$ cat config.mk
export PLATFORM = sky130hd
export DESIGN_NAME = wiper_position
export DESIGN_NICKNAME = d
export VERILOG_FILES = /design/src/rtl/wiper_pkg.sv /design/src/rtl/wiper_rst_sync.sv /design/src/rtl/wiper_next.sv /design/src/rtl/wiper_tap_decode.sv /design/src/rtl/wiper_position.sv
export SDC_FILE = /design/constraint.sdc
export NUM_CORES = 1
export LEC_CHECK = 0
export ABC_AREA = 1
export BUFFER_PORTS_ARGS = -buffer_cell sky130_fd_sc_hd__buf_4
export CORE_MARGIN = 5
export CORE_UTILIZATION = 48
export CTS_CLUSTER_DIAMETER = 150
export DETAILED_ROUTE_END_ITERATION = 12
export GPL_TIMING_DRIVEN = 0
export PLACE_DENSITY = 0.76
export SETUP_SLACK_MARGIN = 0.05
export SLEW_MARGIN = 0
export SYNTH_ARGS = -nofsm -noshare
export SYNTH_HDL_FRONTEND = slang
export SYNTH_SLANG_ARGS = --single-unit
$ cat constraint.sdc
create_clock -name clk -period 7.5 [get_ports clk]
set_clock_uncertainty 0.1 [all_clocks]
set_input_delay 1.5 -clock clk [delete_from_list [all_inputs] [get_ports clk]]
set_output_delay 1.5 -clock clk [all_outputs]
set_load 0.03 [all_outputs]
$ cat src/rtl/wiper_pkg.sv
package wiper_pkg;

  typedef enum logic [2:0] {
    SRC_NONE   = 3'd0,
    SRC_RECALL = 3'd1,
    SRC_WRITE  = 3'd2,
    SRC_XFER   = 3'd3,
    SRC_STEP   = 3'd4
  } load_src_e;

endpackage

$ cat src/rtl/wiper_rst_sync.sv
module wiper_rst_sync #(
  parameter int STAGES = 2
) (
  input  logic clk,
  input  logic rst_n,
  output logic rst_q
);

  logic [STAGES-1:0] chain_q;
  logic [STAGES-1:0] chain_d;

  always_comb begin
    chain_d = {chain_q[STAGES-2:0], 1'b1};
  end

  always_ff @(posedge clk or negedge rst_n) begin
    if (!rst_n) begin
      chain_q <= '0;
    end else begin
      chain_q <= chain_d;
    end
  end

  assign rst_q = chain_q[STAGES-1];

endmodule

$ cat src/rtl/wiper_next.sv
module wiper_next
  import wiper_pkg::*;
#(
  parameter int W     = 8,
  parameter int NREG  = 4,
  localparam int SELW = (NREG > 1) ? $clog2(NREG) : 1
) (
  input  logic [W-1:0]      pos_q,
  input  logic              recall,
  input  logic              wr_en,
  input  logic [W-1:0]      wr_data,
  input  logic              xfr_en,
  input  logic [SELW-1:0]   xfr_sel,
  input  logic [NREG*W-1:0] bank,
  input  logic              step_en,
  input  logic              step_up,
  output load_src_e         src,
  output logic [W-1:0]      pos_d
);

  localparam logic [W-1:0] POS_MAX = {W{1'b1}};
  localparam logic [W-1:0] POS_MIN = '0;

  logic [W-1:0] slot_val;
  logic [W-1:0] step_val;

  always_comb begin
    slot_val = bank[xfr_sel*W +: W];
  end

  always_comb begin
    step_val = pos_q;
    if (step_up) begin
      if (pos_q != POS_MAX) step_val = pos_q + 1'b1;
    end else begin
      if (pos_q != POS_MIN) step_val = pos_q - 1'b1;
    end
  end

  always_comb begin
    if (recall)       src = SRC_RECALL;
    else if (wr_en)   src = SRC_WRITE;
    else if (xfr_en)  src = SRC_XFER;
    else if (step_en) src = SRC_STEP;
    else              src = SRC_NONE;
  end

  always_comb begin
    unique case (src)
      SRC_RECALL: pos_d = bank[W-1:0];
      SRC_WRITE:  pos_d = wr_data;
      SRC_XFER:   pos_d = slot_val;
      SRC_STEP:   pos_d = step_val;
      default:    pos_d = pos_q;
    endcase
  end

endmodule

$ cat src/rtl/wiper_tap_decode.sv
module wiper_tap_decode #(
  parameter int W     = 8,
  localparam int TAPS = 1 << W
) (
  input  logic            clk,
  input  logic            rst_n,
  input  logic            upd_en,
  input  logic [W-1:0]    pos_d,
  output logic [TAPS-1:0] tap_q
);

  logic [TAPS-1:0] tap_d;

  for (genvar gi = 0; gi < TAPS; gi++) begin : g_tap
    localparam logic [W-1:0] IDX = gi[W-1:0];
    assign tap_d[gi] = (pos_d == IDX);
  end

  always_ff @(posedge clk or negedge rst_n) begin
    if (!rst_n) begin
      tap_q <= {{(TAPS-1){1'b0}}, 1'b1};
    end else if (upd_en) begin
      tap_q <= tap_d;
    end
  end

endmodule

$ cat src/rtl/wiper_position.sv
module wiper_position
  import wiper_pkg::*;
#(
  parameter int W     = 8,
  parameter int NREG  = 4,
  localparam int SELW = (NREG > 1) ? $clog2(NREG) : 1,
  localparam int TAPS = 1 << W
) (
  input  logic              clk,
  input  logic              rst_n,
  input  logic              recall_i,
  input  logic              wr_en_i,
  input  logic [W-1:0]      wr_data_i,
  input  logic              xfr_en_i,
  input  logic [SELW-1:0]   xfr_sel_i,
  input  logic [NREG*W-1:0] bank_i,
  input  logic              step_en_i,
  input  logic              step_up_i,
  output logic [W-1:0]      pos_o,
  output logic [TAPS-1:0]   tap_o
);

  logic         rst_q;
  logic         recall_pend;
  logic         recall_all;
  logic [W-1:0] pos_q;
  logic [W-1:0] pos_d;
  logic         pos_upd;
  load_src_e    src;

  wiper_rst_sync #(.STAGES(2)) u_rst_sync (
    .clk   (clk),
    .rst_n (rst_n),
    .rst_q (rst_q)
  );

  assign recall_all = recall_i | recall_pend;

  wiper_next #(.W(W), .NREG(NREG)) u_next (
    .pos_q   (pos_q),
    .recall  (recall_all),
    .wr_en   (wr_en_i),
    .wr_data (wr_data_i),
    .xfr_en  (xfr_en_i),
    .xfr_sel (xfr_sel_i),
    .bank    (bank_i),
    .step_en (step_en_i),
    .step_up (step_up_i),
    .src     (src),
    .pos_d   (pos_d)
  );

  assign pos_upd = (src != SRC_NONE) && (pos_d != pos_q);

  always_ff @(posedge clk or negedge rst_q) begin
    if (!rst_q) begin
      recall_pend <= 1'b1;
    end else begin
      recall_pend <= 1'b0;
    end
  end

  always_ff @(posedge clk or negedge rst_q) begin
    if (!rst_q) begin
      pos_q <= '0;
    end else if (pos_upd) begin
      pos_q <= pos_d;
    end
  end

  wiper_tap_decode #(.W(W)) u_tap (
    .clk    (clk),
    .rst_n  (rst_q),
    .upd_en (pos_upd),
    .pos_d  (pos_d),
    .tap_q  (tap_o)
  );

  assign pos_o = pos_q;

endmodule

==> impl_metrics.json, run 1 <==
{
  "crit_path_start_kind": "primary input",
  "setup_tns_ps": 0,
  "syn_avg_cell_area_um2": 7.43,
  "whs_path_depth": 0,
  "cap_violations": 0,
  "max-vdd-ir-drop_v": 0.000179,
  "die_x_um": 175,
  "grt_usage_pct": 28.6,
  "crit_family": "simple AND/OR/NAND/NOR gates",
  "cts_tree": "built",
  "place_hpwl_um": 31700,
  "r2r-start": "pos_o[1]$_DFFE_PN0P_",
  "status": "completed",
  "drive_gt1_share_pct": 21.9,
  "max_clock_freq_mhz": 252,
  "final_nets": 2163,
  "core_mm2": 0.0270,
  "holdBufCountCts": 0,
  "ant_nets": 0,
  "globalplace.congestion": 0.881,
  "dp_cells": 2421,
  "min-delay-start": "u_rst_sync.chain_q[0]$_DFF_PN0_",
  "cp.required_ps": 7830,
  "pin_count": 313,
  "hold_slack_ps": 250,
  "layout_commonest_cell": "nand2_1",
  "cts.sinks": 267,
  "synth_nets": 1817,
  "numCtsBuffers": 29,
  "synth_area_leader_cell": "dfrtp_1",
  "slowest_stage": "clkbuf_1",
  "first_iter_violations": 1344,
  "layout_common_cells": "nand2_1 (646), buf_4 (341), nor2_1 (295), dfrtp_1 (264), o21ai_0 (213)",
  "r2r_cells": 19,
  "clockBufferDepth": 3,
  "clk_pin_slew_ps": 60,
  "die-area_mm2": 0.0307,
  "post-route-drc-count": 0,
  "yosys-top-cells-area": "dfrtp_1 (51%), nand2_1 (18%), nor2_1 (8.4%)",
  "ys_seq_elements": 267,
  "grt_start_max_net_pins": 62,
  "fin_crit_sh_pct": 53.0,
  "yosysWarnings": 0,
  "diodes": 0,
  "post-route-util_pct": 62.7,
  "cts_setup_buffers": 0,
  "crit_type": "in2reg",
  "grt-ovfl-total": 0,
  "grt_pass1_wl_um": 70200,
  "io_buffers": 311,
  "n_fill_cell": 2346,
  "dpl_cell_area_mm2": 0.0160,
  "routed-via-count": 13146,
  "cpPeakStageDelay_ps": 760,
  "rows": 60,
  "cp.depth": 17,
  "cts.repair.resized": 0,
  "syn_inst": 1765,
  "final_cell_area_mm2": 0.0169,
  "layout_min_cycle_time_ps": 3970,
  "wl_um": 45200,
  "cp_common_cell": "nand2_1",
  "maxSlewHeadroom_pct": 30.6,
  "maxSlewViolCount": 0,
  "setup_viol": 0,
  "cts_root_buf": "clkbuf_16",
  "grt_pass1_vias": 12642,
  "first_pass_iters": 6,
  "rsz0062_at_grt": "no",
  "syn_area_mm2": 0.0131,
  "hp-class": "reg2reg",
  "antenna_found_initial": 0,
  "die_h_um": 175,
  "arrival_ps": 4300,
  "insertion_delay_ps": 550,
  "tightest_slew_ps": 1040,
  "yosysSeqAreaShare_pct": 51.0,
  "critPathBufInv": 5,
  "wl_per_cell_um": 18.3,
  "crit_fanout": 10,
  "final_cells": 2472,
  "cp-startpoint": "recall_i",
  "yosysTopAreaCellShare_pct": 50.6,
  "cp-end-kind": "register",
  "area_growth_syn_to_layout_pct": 28.9,
  "start_util_pct": 48.6,
  "hold_viol": 0,
  "path_cells": "buf_4 > inv_1 > nand2_1 > nor2_2 > nand2_1 > o21ai_0 > inv_1 > and3_1 > nand2_1 > nand2_1 > nand2_1 > inv_1 > nand2_1 > clkbuf_1 > nor2_1 > o21ai_0 > nand2_1",
  "vias_per_cell": 5.32,
  "synth.distinct_cells": 31,
  "h-tree-depth": 1,
  "power.density_mw_per_mm2": 194,
  "power_leakage_nw": 9.42
}
[synthesized netlist by cell type, drive strengths merged]
library cell and count:
nand2 656, nor2 304, o21ai 280, dfrtp 265, buf 77, clkbuf 51
inv 51, nand3 51, a21oi 9, nand4 5, ha 3, conb 2
dfstp 2, nor3 2, o22ai 2, xor2 2, a21boi 1, and3 1
o211ai 1
[worst paths after layout]
path	endpoint	slack (ps)
min	u_rst_sync.chain_q[1]$_DFF_PN0_	250
max	u_tap.tap_q[108]$_DFFE_PN0P_	3530
min reg2reg	u_rst_sync.chain_q[1]$_DFF_PN0_	250
max reg2reg	u_tap.tap_q[108]$_DFFE_PN0P_	3920
min in group asynchronous	u_tap.tap_q[126]$_DFFE_PN0P_	270
max in group asynchronous	recall_pend$_DFF_PN1_	5640
[report_power, final]
part	total (mW)	switching, mW	internal (mW)
registers	1.47	0.0171	1.46
clock network	1.39	0.578	0.810
logic	0.413	0.307	0.106
[final cells by class]
type | instances | area, µm² | share of cell area, %
tap | 341 | 427 | 2.53
multi-input combinational | 1319 | 5540 | 32.8
clock inverter | 8 | 71.3 | 0.422
timing repair buffer | 315 | 2440 | 14.4
inverter | 51 | 191 | 1.13
buffer | 128 | 694 | 4.11
clock buffer | 43 | 848 | 5.02
sequential | 267 | 6690 | 39.6
[logic make-up (layout without fill, tap and decap cells)]
| family | Yosys count | in the layout | share of synthesized area, % |
|---|---|---|---|
| AND/OR/NAND/NOR | 1019 | 1019 | 30.4 |
| AO/OA/AOI/OAI | 293 | 293 | 11.4 |
| flip-flops | 267 | 267 | 51.0 |
| other | 2 | 2 | 0.0573 |
| XOR/XNOR | 2 | 2 | 0.134 |
| buffers and inverters | 179 | 545 | 6.76 |
| adder cells (fa/ha/maj) | 3 | 3 | 0.286 |
[worst reg2reg max path: stages (launching register included)]
cell	delay, ps
dfrtp_1	400
buf_2	190
inv_1	120
ha_1	180
inv_1	40
nor2_1	150
nand2_2	140
nand2_1	110
nand2_1	50
nand2_1	60
nand3_2	80
nand2_1	110
nand2_1	110
nand2_1	80
inv_1	80
nand2_1	390
clkbuf_1	760
nor2_1	110
o21ai_0	130
nand2_1	80
[flip-flops by register name, summed over array words and instances (netlist names)]
name	flops
pos_o	8
recall_pend	1
u_rst_sync.chain_q	2
u_tap.tap_q	256
[per-layer routing]
layer	up-vias	GRT usage [%]	routed length, µm
met5	-	0	0
met4	0	11.7	2070
met3	125	7.51	4790
met2	663	44.6	20300
met1	6103	38.1	18000
li1	6255	-	-
[per-stage QoR]
stage	power, mW	worst slack, ps
4_1_cts	3.28	3600
5_1_grt	3.39	3250
3_5_place_dp	1.90	3040
6_report	3.27	3530
3_3_place_gp	1.89	1460
2_1_floorplan	1.75	3020
(Power assumes the default switching activity.)
==> run 2, diff against run 1 <==
--- a/config.mk
+++ b/config.mk
@@ -5,14 +5,14 @@
 export SDC_FILE = /design/constraint.sdc
 export NUM_CORES = 1
 export LEC_CHECK = 0
-export ABC_AREA = 1
+export ABC_AREA = 0
 export BUFFER_PORTS_ARGS = -buffer_cell sky130_fd_sc_hd__buf_4
 export CORE_MARGIN = 5
 export CORE_UTILIZATION = 48
 export CTS_CLUSTER_DIAMETER = 150
 export DETAILED_ROUTE_END_ITERATION = 12
 export GPL_TIMING_DRIVEN = 0
-export PLACE_DENSITY = 0.76
+export PLACE_DENSITY = 0.73
 export SETUP_SLACK_MARGIN = 0.05
 export SLEW_MARGIN = 0
 export SYNTH_ARGS = -nofsm -noshare
==> constraint.sdc (replaced) <==
create_clock -name clk -period 3.85 [get_ports clk]
set_clock_uncertainty 0.1 [all_clocks]
set_input_delay 0.77 -clock clk [delete_from_list [all_inputs] [get_ports clk]]
set_output_delay 0.77 -clock clk [all_outputs]
set_load 0.03 [all_outputs]
==> run 2 against run 1 <==
Critical path depth fell by 5. Cell count fell by 27%. Total power rose by 98%. Sequential share of layout area rose by 0.072 points. Hold slack got worse by 64 ps. Critical endpoint is now u_tap.tap_q[164]$_DFFE_PN0P_.
==> impl_metrics.json, run 2 <==
{
  "status": "completed",
  "fin_crit_sh_pct": 95.4,
  "grt_pass1_vias": 10138,
  "start_util_pct": 48.3,
  "max_clock_freq_mhz": 272,
  "synth_area_leader_cell": "dfrtp_1",
  "syn_area_mm2": 0.0125,
  "rows": 59,
  "place_hpwl_um": 28200,
  "rsz0062_at_grt": "no",
  "grt_pass1_wl_um": 58700,
  "ant_nets": 0,
  "wl_per_cell_um": 21.4,
  "yosysTopAreaCellShare_pct": 53.2,
  "cp-end-kind": "register",
  "path_cells": "buf_2 > or4_4 > o21ai_1 > a21oi_1 > nor3_2 > o2111ai_1 > or4_4 > a211oi_4 > buf_12 > buf_12 > buf_8 > mux2_1",
  "io_buffers": 309,
  "max-vdd-ir-drop_v": 0.000383,
  "die-area_mm2": 0.0293,
  "drive_gt1_share_pct": 42.2,
  "grt_busiest_layer": "met2",
  "syn_inst": 1079,
  "yosys-top-cells-area": "dfrtp_1 (53%), mux2_1 (14%), mux2_2 (9.4%)",
  "synthFlopType": "dfrtp_1",
  "cap_violations": 0,
  "hold_slack_ps": 186,
  "setup_tns_ps": 0,
  "yosysMostFrequentCell": "nor2_1",
  "synthArstFlopShare_pct": 100,
  "synth_nets": 1131,
  "crit_path_start_kind": "register",
  "layout_commonest_cell": "buf_4",
  "insertion_delay_ps": 550,
  "grt_use_met1_pct": 32.6,
  "hold_viol": 0,
  "final_nets": 1489,
  "grt_start_max_net_pins": 66,
  "hp-class": "reg2async",
  "die_x_um": 171,
  "maxSlewViolCount": 0,
  "clk_pin_slew_ps": 60,
  "r2r_cells": 12,
  "yosysWarnings": 0,
  "grt_usage_pct": 25.6,
  "vias_per_cell": 5.50,
  "reg2reg_slack_ps": 180,
  "numCtsBuffers": 29,
  "cts_root_buf": "clkbuf_16",
  "tightest_slew_ps": 575,
  "clockBufferDepth": 3,
  "layout_common_cells": "buf_4 (330), nor2_1 (270), dfrtp_1 (263), mux2_1 (153), mux2_2 (104)",
  "area_growth_syn_to_layout_pct": 35.2,
  "setup_viol": 0,
  "power_leakage_nw": 8.54,
  "wl_um": 38500,
  "routed-via-count": 9868,
  "diodes": 0,
  "yosysSeqAreaShare_pct": 53.6,
  "gr-usage-met3_pct": 7.08,
  "power.density_mw_per_mm2": 385,
  "cts.sinks": 267,
  "crit_fanout": 10,
  "largest_reg_flops": 256,
  "synth.distinct_cells": 63,
  "post-route-drc-count": 0,
  "first_pass_iters": 5,
  "worst_r2r_endpoint": "u_tap.tap_q[164]$_DFFE_PN0P_",
  "first_iter_violations": 624,
  "cts_tree": "built",
  "arrival_ps": 3990,
  "grt-ovfl-total": 0,
  "met2_usage_pct": 42.1,
  "p_total_mw": 6.50,
  "slowest_stage": "or4_4",
  "synth-edff-count": 0,
  "ys_seq_elements": 267,
  "pin_count": 313,
  "die_h_um": 171,
  "globalplace.congestion": 0.909,
  "maxSlewHeadroom_pct": 61.5,
  "synthTopCellsByCount": "nor2_1 (270), dfrtp_1 (265), mux2_1 (153)",
  "layout_min_cycle_time_ps": 3670,
  "antenna_found_initial": 0,
  "h-tree-depth": 1,
  "r2r-start": "pos_o[2]$_DFFE_PN0P_",
  "cpPeakStageDelay_ps": 570,
  "cp.required_ps": 4160,
  "syn_avg_cell_area_um2": 11.6,
  "crit_type": "reg2reg",
  "post-route-util_pct": 65.3,
  "top_register": "u_tap.tap_q",
  "core_mm2": 0.0258
}
## run 2: cell count changes in the layout (fill, tap and decap cells not counted), sizes merged, moves of 12 or more
cell   before  now
nand3      51   25
o21ai     280   13
nor2      304  270
nand2     656   24
buf       392  372
mux2        0  257
inv        52    8
or4         0   12
## run 2: kinds of logic after synthesis
kind of cell / share of synthesized area, %
multiplexers: 24.8
XOR/XNOR: 0.281
other: 0.0602
AO/OA/AOI/OAI: 3.35
adder cells (fa/ha/maj): 0.301
flip-flops: 53.6
AND/OR/NAND/NOR: 13.1
buffers and inverters: 4.46
## run 2: final cells by class
| class | instances | area [µm²] |
|---|---|---|
| plain buffers | 81 | 667 |
| clock buffers | 44 | 862 |
| clock inverters | 10 | 136 |
| fillers | 2035 | 8970 |
| inverters | 10 | 41.3 |
| multi-input cells | 714 | 5450 |
| flip-flops and latches | 267 | 6690 |
| well taps | 335 | 419 |
| repair buffers | 334 | 2600 |
## run 2: power by group
group,leakage (nW),internal (mW),switching [mW]
clock,0.494,1.74,1.13
sequential,3.70,2.84,0.0355
combinational,4.34,0.263,0.487
## run 2: timing repair
| action | CTS | global route |
|---|---|---|
| pin swaps | 2 | 9 |
| setup endpoints to repair | 256 | 256 |
| buffers inserted | 2 | 18 |
| gates resized for setup | 60 | 69 |
| hold endpoints to repair | 2 | 0 |
| hold buffers | 1 | 0 |
## run 2: layer usage
layer / routed length, µm / vias up
li1: - / 4416
met1: 15200 / 5015
met2: 18400 / 354
met3: 3260 / 83
met4: 1610 / 0
met5: 0 / -
## run 2: per-stage QoR
stage	worst slack, ps	cells	area (µm²)
after floorplan	73.6	1079	12500
after global placement	-971	1723	15200
after detailed placement	-1050	1727	15300
after CTS	48.1	1781	16500
after global routing	28.6	1795	16900
final	179	1795	16900
## run 2: critical path, delay by kind of cell (launching register included)
| family | cells | cell delay [ps] |
|---|---|---|
| buffers and inverters | 4 | 660 |
| AO/OA/AOI/OAI | 4 | 660 |
| AND/OR/NAND/NOR | 3 | 1350 |
| flip-flops | 1 | 400 |
| multiplexers | 1 | 340 |
## run 2: how the worst max path moves through the flow
stage	to	start	slack, ps
6_report	u_tap.tap_q[164]$_DFFE_PN0P_	pos_o[2]$_DFFE_PN0P_	180
5_1_grt	u_tap.tap_q[203]$_DFFE_PN0P_	pos_o[1]$_DFFE_PN0P_	30
4_1_cts	u_tap.tap_q[97]$_DFFE_PN0P_	pos_o[1]$_DFFE_PN0P_	50
3_5_place_dp	u_tap.tap_q[121]$_DFFE_PN0P_	wr_en_i	-1050
3_3_place_gp	u_tap.tap_q[215]$_DFFE_PN0P_	wr_en_i	-970
2_1_floorplan	u_tap.tap_q[31]$_DFFE_PN0P_	xfr_sel_i[0]	70
==> run 3, diff against run 2 <==
--- a/config.mk
+++ b/config.mk
@@ -13,8 +13,10 @@
 export DETAILED_ROUTE_END_ITERATION = 12
 export GPL_TIMING_DRIVEN = 0
 export PLACE_DENSITY = 0.73
+export REMOVE_ABC_BUFFERS = 1
 export SETUP_SLACK_MARGIN = 0.05
 export SLEW_MARGIN = 0
 export SYNTH_ARGS = -nofsm -noshare
 export SYNTH_HDL_FRONTEND = slang
+export SYNTH_HIERARCHICAL = 1
 export SYNTH_SLANG_ARGS = --single-unit
==> constraint.sdc (replaced) <==
create_clock -name clk -period 3.85 [get_ports clk]
set_clock_uncertainty 0.1 [all_clocks]
set_input_delay 0.385 -clock clk [delete_from_list [all_inputs] [get_ports clk]]
set_output_delay 0.385 -clock clk [all_outputs]
set_load 0.03 [all_outputs]
==> run 3 against run 2 <==
Count of clock-buffer cells in the layout is 4 higher. Cell count is 2.3% lower. Sequential share of layout area is 0.85 points lower. Global-route usage is 0.58 points higher. Synthesized area is 4.4% higher. Synthesized cell count is 2.5% higher. Sequential power hardly changed. Core utilization is 0.90 points lower. Clock power is 4% lower. Flip-flop and latch count stayed put. Register-to-register slack worse by 40 ps. Total power is 2.8% higher.
==> impl_metrics.json, run 3 <==
{
  "place_hpwl_um": 24300,
  "layout_commonest_cell": "buf_4",
  "top_register": "u_tap/tap_q",
  "reg2reg_slack_ps": 140,
  "slowest_stage": "dfrtp_2",
  "io_buffers": 312,
  "tightest_slew_ps": 1090,
  "area_growth_syn_to_layout_pct": 32.6,
  "yosysWarnings": 6,
  "cp.required_ps": 4180,
  "clockBufferDepth": 3,
  "start_util_pct": 48.6,
  "layout_common_cells": "buf_4 (350), dfrtp_1 (257), nor2b_1 (175), a31o_1 (89), a31o_2 (87)",
  "rsz0062_at_grt": "yes",
  "cp-end-kind": "register",
  "cpPeakStageDelay_ps": 450,
  "grt_pass1_wl_um": 63700,
  "insertion_delay_ps": 540,
  "max_clock_freq_mhz": 269,
  "synth_top_family_by_area": "compound AO/OA/AOI/OAI gates",
  "layout_min_cycle_time_ps": 3710,
  "numCtsBuffers": 29,
  "drive_gt1_share_pct": 43.9,
  "maxSlewHeadroom_pct": 27.2,
  "synth_mux_area_share_pct": 2.59,
  "rows": 60,
  "r2r-start": "pos_o[1]$_DFFE_PN0P_",
  "routed-via-count": 10445,
  "synth-edff-count": 0,
  "vias_per_cell": 5.95,
  "hold_slack_ps": 69.9,
  "synthArstFlopShare_pct": 100,
  "synth_compound_area_share_pct": 21.6,
  "synth_xor_area_share_pct": 0.673,
  "syn_inst": 1106,
  "die-area_mm2": 0.0305,
  "dpl_cell_area_mm2": 0.0156,
  "ys_seq_elements": 267,
  "power_leakage_nw": 7.83,
  "crit_path_start_kind": "register",
  "r2r_cells": 16,
  "die_x_um": 175,
  "largest_reg_flops": 256,
  "path_cells": "inv_2 > ha_4 > nand2b_4 > nor4_4 > mux2i_1 > nor2_2 > o32a_4 > xor2_1 > nor4_2 > a21oi_4 > clkbuf_16 > buf_16 > buf_16 > buf_16 > clkbuf_16 > a31o_2",
  "synth.distinct_cells": 69,
  "cts_tree": "built",
  "cp-startpoint": "pos_o[1]$_DFFE_PN0P_",
  "synthFlopType": "dfrtp_1",
  "first_pass_iters": 5,
  "yosysSeqAreaShare_pct": 51.4,
  "crit_type": "reg2reg",
  "synth-simple-area-share_pct": 15.5,
  "synthAdderAreaFrac_pct": 0.288,
  "synthTopCellsByCount": "dfrtp_1 (265), nor2b_1 (176), a31o_1 (89)",
  "arrival_ps": 4050,
  "h-tree-depth": 1,
  "synth_area_leader_cell": "dfrtp_1",
  "wl_per_cell_um": 23.7,
  "power.density_mw_per_mm2": 387,
  "cap_violations": 0,
  "hold_viol": 0,
  "max-vdd-ir-drop_v": 0.000298,
  "die_h_um": 175,
  "clk_pin_slew_ps": 60,
  "status": "completed",
  "pin_count": 313,
  "first_iter_violations": 877,
  "syn_area_mm2": 0.0130,
  "ant_nets": 0,
  "post-route-drc-count": 0,
  "final_cell_area_mm2": 0.0173,
  "core_mm2": 0.0268,
  "grt_start_max_net_pins": 69,
  "grt_usage_pct": 26.2,
  "crit_fanout": 32,
  "cts.sinks": 267,
  "cts_root_buf": "clkbuf_16",
  "antenna_found_initial": 0,
  "worst_r2r_endpoint": "u_tap/tap_q[219]$_DFFE_PN0P_",
  "globalplace.congestion": 0.811,
  "cp_common_cell": "buf_16",
  "diodes": 0,
  "grt_pass1_vias": 10448,
  "maxSlewViolCount": 0,
  "grt-ovfl-total": 0,
  "wl_um": 41600,
  "yosysMostFrequentCell": "dfrtp_1",
  "final_nets": 1444,
  "hp-class": "in2async",
  "yosys-top-cells-area": "dfrtp_1 (51%), nor2b_1 (8.5%), a31o_1 (6.0%)",
  "yosysTopAreaCellShare_pct": 51.0,
  "syn_avg_cell_area_um2": 11.8,
  "fin_crit_sh_pct": 96.5,
  "setup_viol": 0
}
-- run 3: changes by cell type after synthesis, moves of 71 or more --
cell	change
nor2b_1	+176
inv_1	+83
buf_2	+71
mux2_1	-153
mux2_2	-96
a31o_2	+87
a31o_1	+89
nor2_1	-247
-- run 3: report_power, final --
| group | internal [mW] | switching [mW] | leakage, nW |
|---|---|---|---|
| clock network | 1.62 | 1.12 | 0.447 |
| logic | 0.372 | 0.677 | 3.69 |
| registers | 2.84 | 0.0406 | 3.69 |
-- run 3: cells by family (layout without fill, tap and decap cells) --
group | Yosys count | in the layout
AO/OA/AOI/OAI | 299 | 302
adder cells (fa/ha/maj) | 3 | 3
buffers and inverters | 216 | 519
multiplexers | 20 | 20
flip-flops | 267 | 267
other | 2 | 2
XOR/XNOR | 10 | 10
AND/OR/NAND/NOR | 289 | 290
-- run 3: how the worst max path moves through the flow --
stage	end	slack [ps]	cells past startpoint
2_1_floorplan	u_tap/tap_q[253]$_DFFE_PN0P_	-13690	10
3_3_place_gp	u_tap/tap_q[249]$_DFFE_PN0P_	-19990	10
3_5_place_dp	u_tap/tap_q[189]$_DFFE_PN0P_	-2160	14
4_1_cts	u_tap/tap_q[211]$_DFFE_PN0P_	80	18
5_1_grt	u_tap/tap_q[122]$_DFFE_PN0P_	20	17
6_report	u_tap/tap_q[219]$_DFFE_PN0P_	140	16
-- run 3: layer usage --
metal	GRT usage, %	vias to the layer above	routed length, µm	part of all wire (%)
met4	8.09	0	1540	3.7
li1	-	4609	-	-
met1	34.9	5265	16800	40
met5	0	-	0	0
met3	5.76	102	3140	7.5
met2	43.0	469	20100	48
-- run 3: what timing repair did --
| item | 4_1_cts | 5_1_grt |
|---|---|---|
| pin swaps | 13 | 4 |
| hold buffers | 1 | 0 |
| setup endpoints to repair | 264 | 192 |
| buffers inserted | 28 | 9 |
| resized for setup | 38 | 20 |
| cloned | 5 | 2 |
| hold endpoints to repair | 2 | 0 |
-- run 3: layout make-up --
type	instances	area [µm²]
fill	2091	9550
sequential	267	6700
multi-input combinational	627	5620
timing repair buffer	379	3250
clock buffer	48	847
tap	341	427
inverter	88	330
clock inverter	4	77.6
-- run 3: critical path, delay by kind of cell, from the launching register on --
| kind | cells | cell delay [ps] |
|---|---|---|
| adder cells (fa/ha/maj) | 1 | 150 |
| flip-flops | 1 | 450 |
| multiplexers | 1 | 250 |
| buffers and inverters | 6 | 960 |
| AO/OA/AOI/OAI | 3 | 700 |
| AND/OR/NAND/NOR | 4 | 820 |
| XOR/XNOR | 1 | 150 |
-- run 3: per-stage QoR --
step	utilization [%]	std cells	TNS [ps]	worst slack, ps	power, mW
after floorplan	-	978	-3995130	-13690	3.44
final	64.4	1754	0	136	6.68
after CTS	63.6	1740	0	80.3	6.67
after global routing	64.4	1754	0	20.2	6.91
after detailed placement	58.3	1654	-421630	-2160	3.80
after global placement	56.3	1631	-6240210	-19990	3.72
